--- src/rtl/mmu_ctl_pkg.sv ---
package mmu_ctl_pkg;

  localparam int OFF_DIR   = 'h00;
  localparam int OFF_STAT  = 'h04;
  localparam int OFF_CMD   = 'h08;
  localparam int OFF_FVA   = 'h0C;
  localparam int OFF_INVAL = 'h10;
  localparam int OFF_RAW   = 'h14;
  localparam int OFF_CLR   = 'h18;
  localparam int OFF_MASK  = 'h1C;
  localparam int OFF_MSK_S = 'h20;
  localparam int OFF_GATE  = 'h24;

  localparam int IRQ_W = 2;

  typedef enum logic [2:0] {
    CMD_XLATE_ON  = 3'd0,
    CMD_XLATE_OFF = 3'd1,
    CMD_STALL_ON  = 3'd2,
    CMD_STALL_OFF = 3'd3,
    CMD_FLUSH     = 3'd4,
    CMD_FAULT_END = 3'd5,
    CMD_FORCE_RST = 3'd6,
    CMD_NOP       = 3'd7
  } mmu_cmd_e;

  function automatic logic [31:0] page_align(input logic [31:0] a, input int shift);
    logic [31:0] m;
    m = '1;
    m = m << shift;
    return a & m;
  endfunction

  function automatic logic [IRQ_W-1:0] irq_gate(input logic [IRQ_W-1:0] raw,
                                                input logic [IRQ_W-1:0] msk);
    return raw & msk;
  endfunction

endpackage

--- src/rtl/mmu_ctl_mode.sv ---
module mmu_ctl_mode
  import mmu_ctl_pkg::*;
(
  input  logic     clk,
  input  logic     rst_n,
  input  logic     cmd_we,
  input  mmu_cmd_e cmd_code,
  input  logic     fault_evt,
  output logic     paging_on,
  output logic     stall_on,
  output logic     fault_active,
  output logic     flush_pulse
);

  logic force_rst;
  assign force_rst = cmd_we && (cmd_code == CMD_FORCE_RST);

  always_ff @(posedge clk) begin
    if (!rst_n || force_rst) begin
      paging_on    <= 1'b0;
      stall_on     <= 1'b0;
      fault_active <= 1'b0;
      flush_pulse  <= 1'b0;
    end else begin
      flush_pulse <= 1'b0;
      if (cmd_we) begin
        case (cmd_code)
          CMD_XLATE_ON:  paging_on <= 1'b1;
          CMD_XLATE_OFF: paging_on <= 1'b0;
          CMD_STALL_ON:  if (paging_on) stall_on <= 1'b1;
          CMD_STALL_OFF: stall_on <= 1'b0;
          CMD_FLUSH:     flush_pulse <= 1'b1;
          CMD_FAULT_END: fault_active <= 1'b0;
          default: ;
        endcase
      end
      if (fault_evt) fault_active <= 1'b1;
    end
  end


  stall_ign_chk: assert property (@(posedge clk) disable iff (!rst_n)
    (cmd_we && cmd_code == CMD_STALL_ON && !paging_on) |=> (stall_on == $past(stall_on)));


  stall_exit_chk: assert property (@(posedge clk) disable iff (!rst_n)
    (cmd_we && cmd_code == CMD_STALL_OFF) |=> (!stall_on && paging_on == $past(paging_on)));


  flush_src_chk: assert property (@(posedge clk) disable iff (!rst_n)
    flush_pulse |-> $past(cmd_we && cmd_code == CMD_FLUSH));


  fault_end_chk: assert property (@(posedge clk) disable iff (!rst_n)
    (cmd_we && cmd_code == CMD_FAULT_END && !fault_evt) |=> !fault_active);

endmodule

--- src/rtl/mmu_ctl_irq.sv ---
module mmu_ctl_irq
  import mmu_ctl_pkg::*;
(
  input  logic             clk,
  input  logic             rst_n,
  input  logic             soft_clr,
  input  logic [IRQ_W-1:0] evt,
  input  logic             clr_we,
  input  logic [IRQ_W-1:0] clr_bits,
  input  logic             mask_we,
  input  logic [IRQ_W-1:0] mask_bits,
  output logic [IRQ_W-1:0] raw,
  output logic [IRQ_W-1:0] mask,
  output logic [IRQ_W-1:0] masked,
  output logic             irq
);

  always_ff @(posedge clk) begin
    if (!rst_n || soft_clr) begin
      raw  <= '0;
      mask <= '0;
    end else begin
      if (mask_we) mask <= mask_bits;
      raw <= (clr_we ? (raw & ~clr_bits) : raw) | evt;
    end
  end

  assign masked = irq_gate(raw, mask);
  assign irq    = |masked;


  clear_bit_chk: assert property (@(posedge clk) disable iff (!rst_n)
    (clr_we && clr_bits[0] && !evt[0]) |=> !raw[0]);


  irq_cause_chk: assert property (@(posedge clk) disable iff (!rst_n)
    $rose(irq) |-> $past(evt != '0 || mask_we));

endmodule

--- src/rtl/mmu_ctl_regs.sv ---
module mmu_ctl_regs
  import mmu_ctl_pkg::*;
#(
  parameter int ADDR_W     = 8,
  parameter int DATA_W     = 32,
  parameter int PAGE_SHIFT = 12
) (
  input  logic                         clk,
  input  logic                         rst_n,
  input  logic                         reg_valid,
  input  logic                         reg_write,
  input  logic [ADDR_W-1:0]            reg_addr,
  input  logic [DATA_W-1:0]            reg_wdata,
  output logic [DATA_W-1:0]            reg_rdata,
  input  logic                         walk_fault,
  input  logic                         walk_fault_wr,
  input  logic [DATA_W-1:0]            walk_fault_va,
  input  logic                         walk_bus_err,
  input  logic                         walk_idle,
  input  logic                         replay_empty,
  output logic                         xlate_en,
  output logic                         xlate_hold,
  output logic [DATA_W-1:0]            dir_base,
  output logic                         tlb_flush_all,
  output logic                         tlb_inval,
  output logic [DATA_W-PAGE_SHIFT-1:0] tlb_inval_vpn,
  output logic                         clk_gate_en,
  output logic                         irq
);

  localparam int VPN_W = DATA_W - PAGE_SHIFT;

  logic wr_en, rd_en;
  logic we_dir, we_cmd, we_inval, we_clr, we_mask, we_gate;
  logic force_rst;
  mmu_cmd_e cmd_code;

  assign wr_en    = reg_valid && reg_write;
  assign rd_en    = reg_valid && !reg_write;
  assign we_dir   = wr_en && (reg_addr == ADDR_W'(OFF_DIR));
  assign we_cmd   = wr_en && (reg_addr == ADDR_W'(OFF_CMD));
  assign we_inval = wr_en && (reg_addr == ADDR_W'(OFF_INVAL));
  assign we_clr   = wr_en && (reg_addr == ADDR_W'(OFF_CLR));
  assign we_mask  = wr_en && (reg_addr == ADDR_W'(OFF_MASK));
  assign we_gate  = wr_en && (reg_addr == ADDR_W'(OFF_GATE));
  assign cmd_code = mmu_cmd_e'(reg_wdata[2:0]);
  assign force_rst = we_cmd && (cmd_code == CMD_FORCE_RST);

  logic paging_on, stall_on, fault_active;
  logic [IRQ_W-1:0] raw, mask, masked;

  mmu_ctl_mode mode_i (
    .clk          (clk),
    .rst_n        (rst_n),
    .cmd_we       (we_cmd),
    .cmd_code     (cmd_code),
    .fault_evt    (walk_fault),
    .paging_on    (paging_on),
    .stall_on     (stall_on),
    .fault_active (fault_active),
    .flush_pulse  (tlb_flush_all)
  );

  mmu_ctl_irq irq_i (
    .clk       (clk),
    .rst_n     (rst_n),
    .soft_clr  (force_rst),
    .evt       ({walk_bus_err, walk_fault}),
    .clr_we    (we_clr),
    .clr_bits  (reg_wdata[IRQ_W-1:0]),
    .mask_we   (we_mask),
    .mask_bits (reg_wdata[IRQ_W-1:0]),
    .raw       (raw),
    .mask      (mask),
    .masked    (masked),
    .irq       (irq)
  );

  logic [DATA_W-1:0] fault_va;
  logic              fault_wr;

  always_ff @(posedge clk) begin
    if (!rst_n || force_rst) begin
      dir_base    <= '0;
      fault_va    <= '0;
      fault_wr    <= 1'b0;
      clk_gate_en <= 1'b0;
    end else begin
      if (we_dir)     dir_base    <= page_align(reg_wdata, PAGE_SHIFT);
      if (we_gate)    clk_gate_en <= reg_wdata[0];
      if (walk_fault) begin
        fault_va <= walk_fault_va;
        fault_wr <= walk_fault_wr;
      end
    end
  end

  always_ff @(posedge clk) begin
    if (!rst_n) begin
      tlb_inval     <= 1'b0;
      tlb_inval_vpn <= '0;
    end else begin
      tlb_inval <= we_inval;
      if (we_inval) tlb_inval_vpn <= reg_wdata[DATA_W-1:PAGE_SHIFT];
    end
  end

  logic [DATA_W-1:0] status_word, rd_mux;

  always_comb begin
    status_word        = '0;
    status_word[0]     = paging_on;
    status_word[1]     = fault_active;
    status_word[2]     = stall_on;
    status_word[3]     = walk_idle;
    status_word[4]     = replay_empty;
    status_word[5]     = fault_wr;
    status_word[DATA_W-1] = !stall_on;
  end

  always_comb begin
    rd_mux = '0;
    case (reg_addr)
      ADDR_W'(OFF_DIR):   rd_mux = dir_base;
      ADDR_W'(OFF_STAT):  rd_mux = status_word;
      ADDR_W'(OFF_FVA):   rd_mux = fault_va;
      ADDR_W'(OFF_RAW):   rd_mux = DATA_W'(raw);
      ADDR_W'(OFF_MASK):  rd_mux = DATA_W'(mask);
      ADDR_W'(OFF_MSK_S): rd_mux = DATA_W'(masked);
      ADDR_W'(OFF_GATE):  rd_mux = DATA_W'(clk_gate_en);
      default:            rd_mux = '0;
    endcase
  end

  always_ff @(posedge clk) begin
    if (!rst_n)     reg_rdata <= '0;
    else if (rd_en) reg_rdata <= rd_mux;
  end

  assign xlate_en   = paging_on;
  assign xlate_hold = stall_on;


  base_wr_chk: assert property (@(posedge clk) disable iff (!rst_n)
    we_dir |=> (dir_base[DATA_W-1:PAGE_SHIFT] == $past(reg_wdata[DATA_W-1:PAGE_SHIFT])
                && dir_base[PAGE_SHIFT-1:0] == '0));


  force_rst_chk: assert property (@(posedge clk) disable iff (!rst_n)
    force_rst |=> (dir_base == '0 && !xlate_en && !xlate_hold && !irq && !clk_gate_en));


  inval_chk: assert property (@(posedge clk) disable iff (!rst_n)
    we_inval |=> (tlb_inval && tlb_inval_vpn == $past(reg_wdata[DATA_W-1:PAGE_SHIFT])));

  logic [VPN_W-1:0] unused_vpn_w;
  assign unused_vpn_w = '0;

endmodule

--- config.mk ---
export PLATFORM = sky130hd
export DESIGN_NAME = mmu_ctl_regs
export DESIGN_NICKNAME = d
export VERILOG_FILES = /design/src/rtl/mmu_ctl_pkg.sv /design/src/rtl/mmu_ctl_mode.sv /design/src/rtl/mmu_ctl_irq.sv /design/src/rtl/mmu_ctl_regs.sv
export SDC_FILE = /design/constraint.sdc
export NUM_CORES = 1
export LEC_CHECK = 0
export BUFFER_PORTS_ARGS = -buffer_cell sky130_fd_sc_hd__buf_2
export CELL_PAD_IN_SITES_DETAIL_PLACEMENT = 0
export CELL_PAD_IN_SITES_GLOBAL_PLACEMENT = 1
export CORE_ASPECT_RATIO = 0.75
export CORE_MARGIN = 5
export CORE_UTILIZATION = 39
export CTS_CLUSTER_DIAMETER = 200
export DETAILED_ROUTE_END_ITERATION = 16
export PLACE_DENSITY = 0.82
export SETUP_SLACK_MARGIN = 0.02
export SLEW_MARGIN = 0
export SYNTH_ARGS = -nofsm -noshare
export SYNTH_HDL_FRONTEND = slang
export SYNTH_SLANG_ARGS = --single-unit
--- constraint.sdc ---
create_clock -name clk -period 4.2 [get_ports clk]
set_clock_uncertainty 0.15 [all_clocks]
set_input_delay 0.63 -clock clk [delete_from_list [all_inputs] [get_ports clk]]
set_output_delay 0.63 -clock clk [all_outputs]
set_load 0.005 [all_outputs]
After elaboration in Yosys (flattened, before gate mapping)
Index checks and enable logic that the tools add are counted.
{"block": "word_totals", "word_cells": 67, "ff_bits": 115, "mem_bits_rw": 0, "latchBits": 0, "in_bits": 81, "romBits": 0, "memories": 0}
{"block": "classes", "muxes": 9, "order_cmp": 0, "n_shift": 0, "add_sub_neg": 0, "n_div": 0, "eq_ne": 16, "n_bitwise": 5, "multipliers": 0, "n_reduce_logical": 24}
{"op": "32-bit case mux with 7 select lines", "n": 1}
{"op": "8-bit by 5-bit == test with 1-bit output (second input constant)", "n": 4}
{"op": "8-bit by 4-bit == test with 1-bit output (second input constant)", "n": 2}
{"op": "8-bit by 6-bit == test with 1-bit output (second input constant)", "n": 2}
{"op": "3-bit == test (second input constant)", "n": 3}
{"op": "1-bit logical AND", "n": 9}
{"op": "8-bit by 3-bit == test with 1-bit output (second input constant)", "n": 1}
{"op": "8-bit logical NOT", "n": 1}
{"op": "2-bit nonzero test", "n": 4}
{"op": "3-bit by 2-bit == test with 1-bit output (second input constant)", "n": 2}
{"op": "1-bit 2-to-1 mux", "n": 5}
{"op": "2-bit bitwise AND", "n": 2}
{"op": "1-bit case mux with 2 select lines", "n": 2}
{"op": "2-bit AND reduction", "n": 2}
{"op": "2-bit OR reduction", "n": 2}
{"op": "3-bit by 1-bit == test with 1-bit output (second input constant)", "n": 1}
{"op": "1-bit logical NOT", "n": 3}
{"op": "3-bit logical NOT", "n": 1}
{"op": "3-bit AND reduction", "n": 1}
{"op": "2-bit 2-to-1 mux", "n": 1}
{"op": "2-bit by 1-bit inequality test with 1-bit output (second input constant)", "n": 1}
{"op": "2-bit inverter", "n": 1}
{"op": "2-bit OR", "n": 1}
{"op": "1-bit logical OR", "n": 1}
{"op": "1-bit inverter", "n": 1}

Logic depth before layout (Yosys ltp)
{"block": "logic_depth", "depth_word": 5, "depth_mapped": 8}

By module
From an unflattened synthesis, not the netlist that was laid out.
{"block": "hier_totals", "hier_cells": 545, "hier_area_um2": 4788.3}
{"module": "mmu_ctl_regs", "cells_per_inst": 504, "n_inst": 1, "seq_area_each_um2": 2142.1, "area_per_inst_um2": 4424.2}
{"module": "mmu_ctl_mode", "cells_per_inst": 23, "n_inst": 1, "seq_area_each_um2": 80.1, "area_per_inst_um2": 191.4}
{"module": "mmu_ctl_irq", "cells_per_inst": 18, "n_inst": 1, "seq_area_each_um2": 80.1, "area_per_inst_um2": 172.7}

Least setup slack after synthesis
Ideal clock, no wire load.
{"block": "synth_timing", "path_type": "input -> register", "start": "input port reg_addr[5]", "end": "register mode_i.paging_on", "setup_time_ps": 136, "n_path_buf": 2, "t_arrival_ps": 2077, "required_time_ps": 3914, "slack_ps": 1837, "stages": 6, "path_cell_list": "buf_6 -> nor4_4 -> nand3_2 -> o41ai_4 -> buf_6 -> a211oi_2"}
{"block": "synth_via", "elab_chain_len": 4}
{"element": "from (decl)", "line_no": "mmu_ctl_regs.sv:12", "text": "input logic [ADDR_W-1:0] reg_addr,"}
{"element": "8-bit by 4-bit == test with 1-bit output *", "line_no": "mmu_ctl_regs.sv:41", "text": "assign we_cmd = wr_en && (reg_addr == ADDR_W'(OFF_CMD));"}
{"element": "1-bit logical AND *", "line_no": "mmu_ctl_regs.sv:41"}
{"element": "1-bit logical AND", "line_no": "mmu_ctl_mode.sv:16", "text": "assign force_rst = cmd_we && (cmd_code == CMD_FORCE_RST);"}
{"element": "1-bit logical OR", "line_no": "mmu_ctl_mode.sv:19", "text": "if (!rst_n || force_rst) begin"}
{"element": "to (signal assigned)", "line_no": "mmu_ctl_mode.sv:20", "text": "paging_on <= 1'b0;"}
{"element": "to (signal assigned)", "line_no": "mmu_ctl_mode.sv:28", "text": "CMD_XLATE_ON: paging_on <= 1'b1;"}
{"element": "to (signal assigned)", "line_no": "mmu_ctl_mode.sv:29", "text": "CMD_XLATE_OFF: paging_on <= 1'b0;"}
{"element": "to (decl)", "line_no": "mmu_ctl_mode.sv:9", "text": "output logic paging_on,"}
Mark *: on every way between the ends. The rest lies on a longest branch, timed or not.
A chain may end at the register's enable or synchronous reset.

Worst setup path after layout
{"block": "layout_timing", "start": "input port reg_addr[1]", "end": "register reg_rdata[5]"}
{"block": "layout_via", "elab_chain_len": 2}
{"element": "8-bit by 6-bit == test with 1-bit output, or another cell as far along", "line_no": "mmu_ctl_regs.sv:123", "text": "case (reg_addr)"}
{"element": "32-bit case mux with 7 select lines *", "line_no": "mmu_ctl_regs.sv:123"}
{"element": "to (signal assigned)", "line_no": "mmu_ctl_regs.sv:137", "text": "else if (rd_en) reg_rdata <= rd_mux;"}
{"element": "to (decl)", "line_no": "mmu_ctl_regs.sv:14", "text": "output logic [DATA_W-1:0] reg_rdata,"}
Marks and branches as above.

==> metrics.md <==
| Metric | Value |
|---|---|
| Vias in the first global route | 4124 |
| EDFF count, synth | 0 |
| Clock Path Buffers | 2 |
| Chip Width | 137 um |
| Die H | 105 um |
| Share of cells above drive strength 1 | 0.312 |
| WL final | 14.2 mm |
| Worst-Margin Slew | 1090 ps |
| Die ar. | 0.0144 mm^2 |
| Main synth FF type | dfxtp_1 |
| Yosys warns | 0 |
| Post-synthesis instance total | between 500 and 600 |
| Reg2Reg Depth | 5 |
| Status | finished clean |
| CTS sink count | 115 |
| Max Clk Rate | 405 MHz |
| Critical path endpoint category | register |
| DR iter-0 viols | 262 |
| H-tree depth | 4 |
| Crit path launch | reg_addr[1] |
| Initial Util | 0.402 |
| Placer congestion estimate | around 0.87 |
| # setup viols final | 0 |
| R2r endpoint | reg_rdata[1] |
| Pre-CTS WS | 1370 ps |
| Routed via count | 4326 |
| DRT Pass-1 Iters | 5 |
| Post-CTS setup buffer count | 0 |
| Pleak | 2.63 nW |
| Hold-fix buffers, CTS | 0 |
| Commonest non-fill, non-tap cell in the layout | buf_2 |
| Routed wl met3 | 1.16 mm |
| Most frequent cells in the layout | buf_2 (149), dfxtp_1 (115), nor2_1 (75) |
| Setup_tns | 0 ps |
| Via/cell ratio | approximately 5.2 |
| CTS tree | built |
| Post-CTS sizing | 0 |
| Pins Over Slew Limit | 0 |
| CTS Buf Count | 17 |
| Power Total | 2.80 mW |
| Min Clock Period, post-route | 2470 ps |
| Routed wl met2 | approximately 6.4 mm |
| Fin. Hold Viols | 0 |
| Asr flop ratio synth | 0 |
| Tcrit/Tclk final | 0.587 |
| Syn Std Cell Area | between 0.004 and 0.005 mm^2 |
| GRT Residual Overflow | 0 |
| DP Area | around 0.0055 mm^2 |
| N_diodes | 0 |
| Hold_sp | walk_bus_err |
| Worst skew pair latency | 400 ps |
| Layout Nets | 735 |
| Seq/Total Area, Yosys | 0.488 |
| Initial antenna violation count | 0 |
| Final HPWL DP | 9.93 mm |
| Data arrival, critical path | 2620 ps |
| Maxcap violations | 0 |
| GR Util All Layers | 0.194 |
| Reg-to-reg critical path startpoint | irq_i.raw[1] |
| Register bit count reported by yosys | 115 |
| Root buffer cell | clkbuf_16 |
| CORE AREA | 0.0117 mm^2 |
| Critical path class | in2reg |
| CP max FO | 16 |
| Num ports | 171 |
| Port Buf Inserts | 149 |
| Cell Rows | 34 |
| Global-route wire length before repair | approximately 22 mm |
| Final Cell Area | 0.00611 mm^2 |
| Area Overhead vs Synth | 29.5% |
| Slew HR | 0.274 |
| RSZ-0062 raised after global routing | no |
| DR WL/cell | 17.2 um |
| Largest net degree at the start of global routing | 36 |
| Top Layer Used | met4 |
| Critical path launch point type | primary input |
| Final design utilization | 0.521 |
| Met1 WL | around 6.5 mm |
| Flop2flop setup slack | 2460 ps |
| Post-route DRC | 0 |
| Final Worst Setup Slack | 1730 ps |
| ANT nets after route | 0 |
| PD cells | 457 mW/mm^2 |
| Worst vdd ir | roughly 280 uV |
| CP required | 4360 ps |
| Clk slew on worst S/H paths | 50 ps |
| Hold path cells | 3 |
| Syn avg cell area | 9.11 um^2 |
| Hold worst-path end | irq_i.raw[1] |
| Netlist cell types | 45 |
| Hold Crit Class | in2reg |
-- worst max-delay path, cell delays in order --
cell,delay (ps)
buf_2,130
or3b_1,500
nor2_2,590
buf_4,360
a22oi_1,120
a2bb2oi_1,170
nor2_1,110
-- flip-flops by register name (all words and copies together) (netlist names) --
| register | cells |
|---|---|
| clk_gate_en | 1 |
| dir_base | 20 |
| fault_va | 32 |
| fault_wr | 1 |
| irq_i.mask | 2 |
| irq_i.raw | 2 |
| mode_i.fault_active | 1 |
| mode_i.flush_pulse | 1 |
| mode_i.paging_on | 1 |
| mode_i.stall_on | 1 |
| reg_rdata | 32 |
| tlb_inval | 1 |
| tlb_inval_vpn | 20 |
-- area by class of cell --
class	instances	area, um^2
clock buffers	20	447
inverters	5	18.8
flip-flops and latches	115	2300
fillers	1126	5630
repair buffers	158	813
well taps	162	203
multi-input cells	357	2150
clock inverters	12	179
-- synth_stat cells, types with 2 or more instances --
library cell	number	area, um^2
buf_2	9	45.0
nand2_1	69	259
nor4_1	2	12.5
nor2_1	76	285
nor4_2	2	25.0
and3_1	2	12.5
o21ai_0	2	10.0
nand3_1	28	140
buf_1	2	7.51
a2bb2oi_1	24	210
mux2i_1	36	360
a21oi_2	9	78.8
a21oi_1	36	180
inv_1	4	15.0
nand3b_1	2	15.0
clkbuf_1	21	78.8
buf_4	12	90.1
a32o_1	2	20.0
buf_6	8	90.1
a2111oi_0	2	17.5
dfxtp_1	115	2300
a22oi_1	30	225
nand2b_1	2	12.5
o211ai_1	2	15.0
-- layer usage --
metal,GRT usage,up-vias
met5,0,-
met4,0.0548,0
met3,0.0529,13
met2,0.298,169
met1,0.269,2072
li1,-,2072
-- worst max path at each step --
| stage | endpoint | depth (start not counted) |
|---|---|---|
| after floorplan | mode_i.paging_on | 6 |
| after global placement | reg_rdata[31] | 7 |
| after detailed placement | reg_rdata[5] | 7 |
| after CTS | reg_rdata[5] | 7 |
| after global routing | reg_rdata[5] | 7 |
| final | reg_rdata[5] | 7 |
-- kinds of logic after synthesis --
| family | Yosys count | synth area share |
|---|---|---|
| flops | 115 | 0.488 |
| buf+inv | 57 | 0.0700 |
| mux | 37 | 0.0787 |
| other cells | 1 | 0.000794 |
| compound gates | 113 | 0.176 |
| simple gates | 195 | 0.187 |
-- where the power goes --
part / internal (mW) / switching [mW] / total [mW] / leakage [nW]
clock network: 1.01 / 0.508 / 1.52 / 0.297
registers: 1.11 / 0.0117 / 1.12 / 0.934
logic: 0.0595 / 0.0946 / 0.154 / 1.40
total: 2.18 / 0.614 / 2.80 / 2.63
-- per-stage QoR --
stage                     hold WS, ps  instances
final                             297        829
after CTS                         278        829
after detailed placement          296        797
after global routing              290        829
after floorplan                   297        529
after global placement            291        797
(Power assumes the default switching activity.)
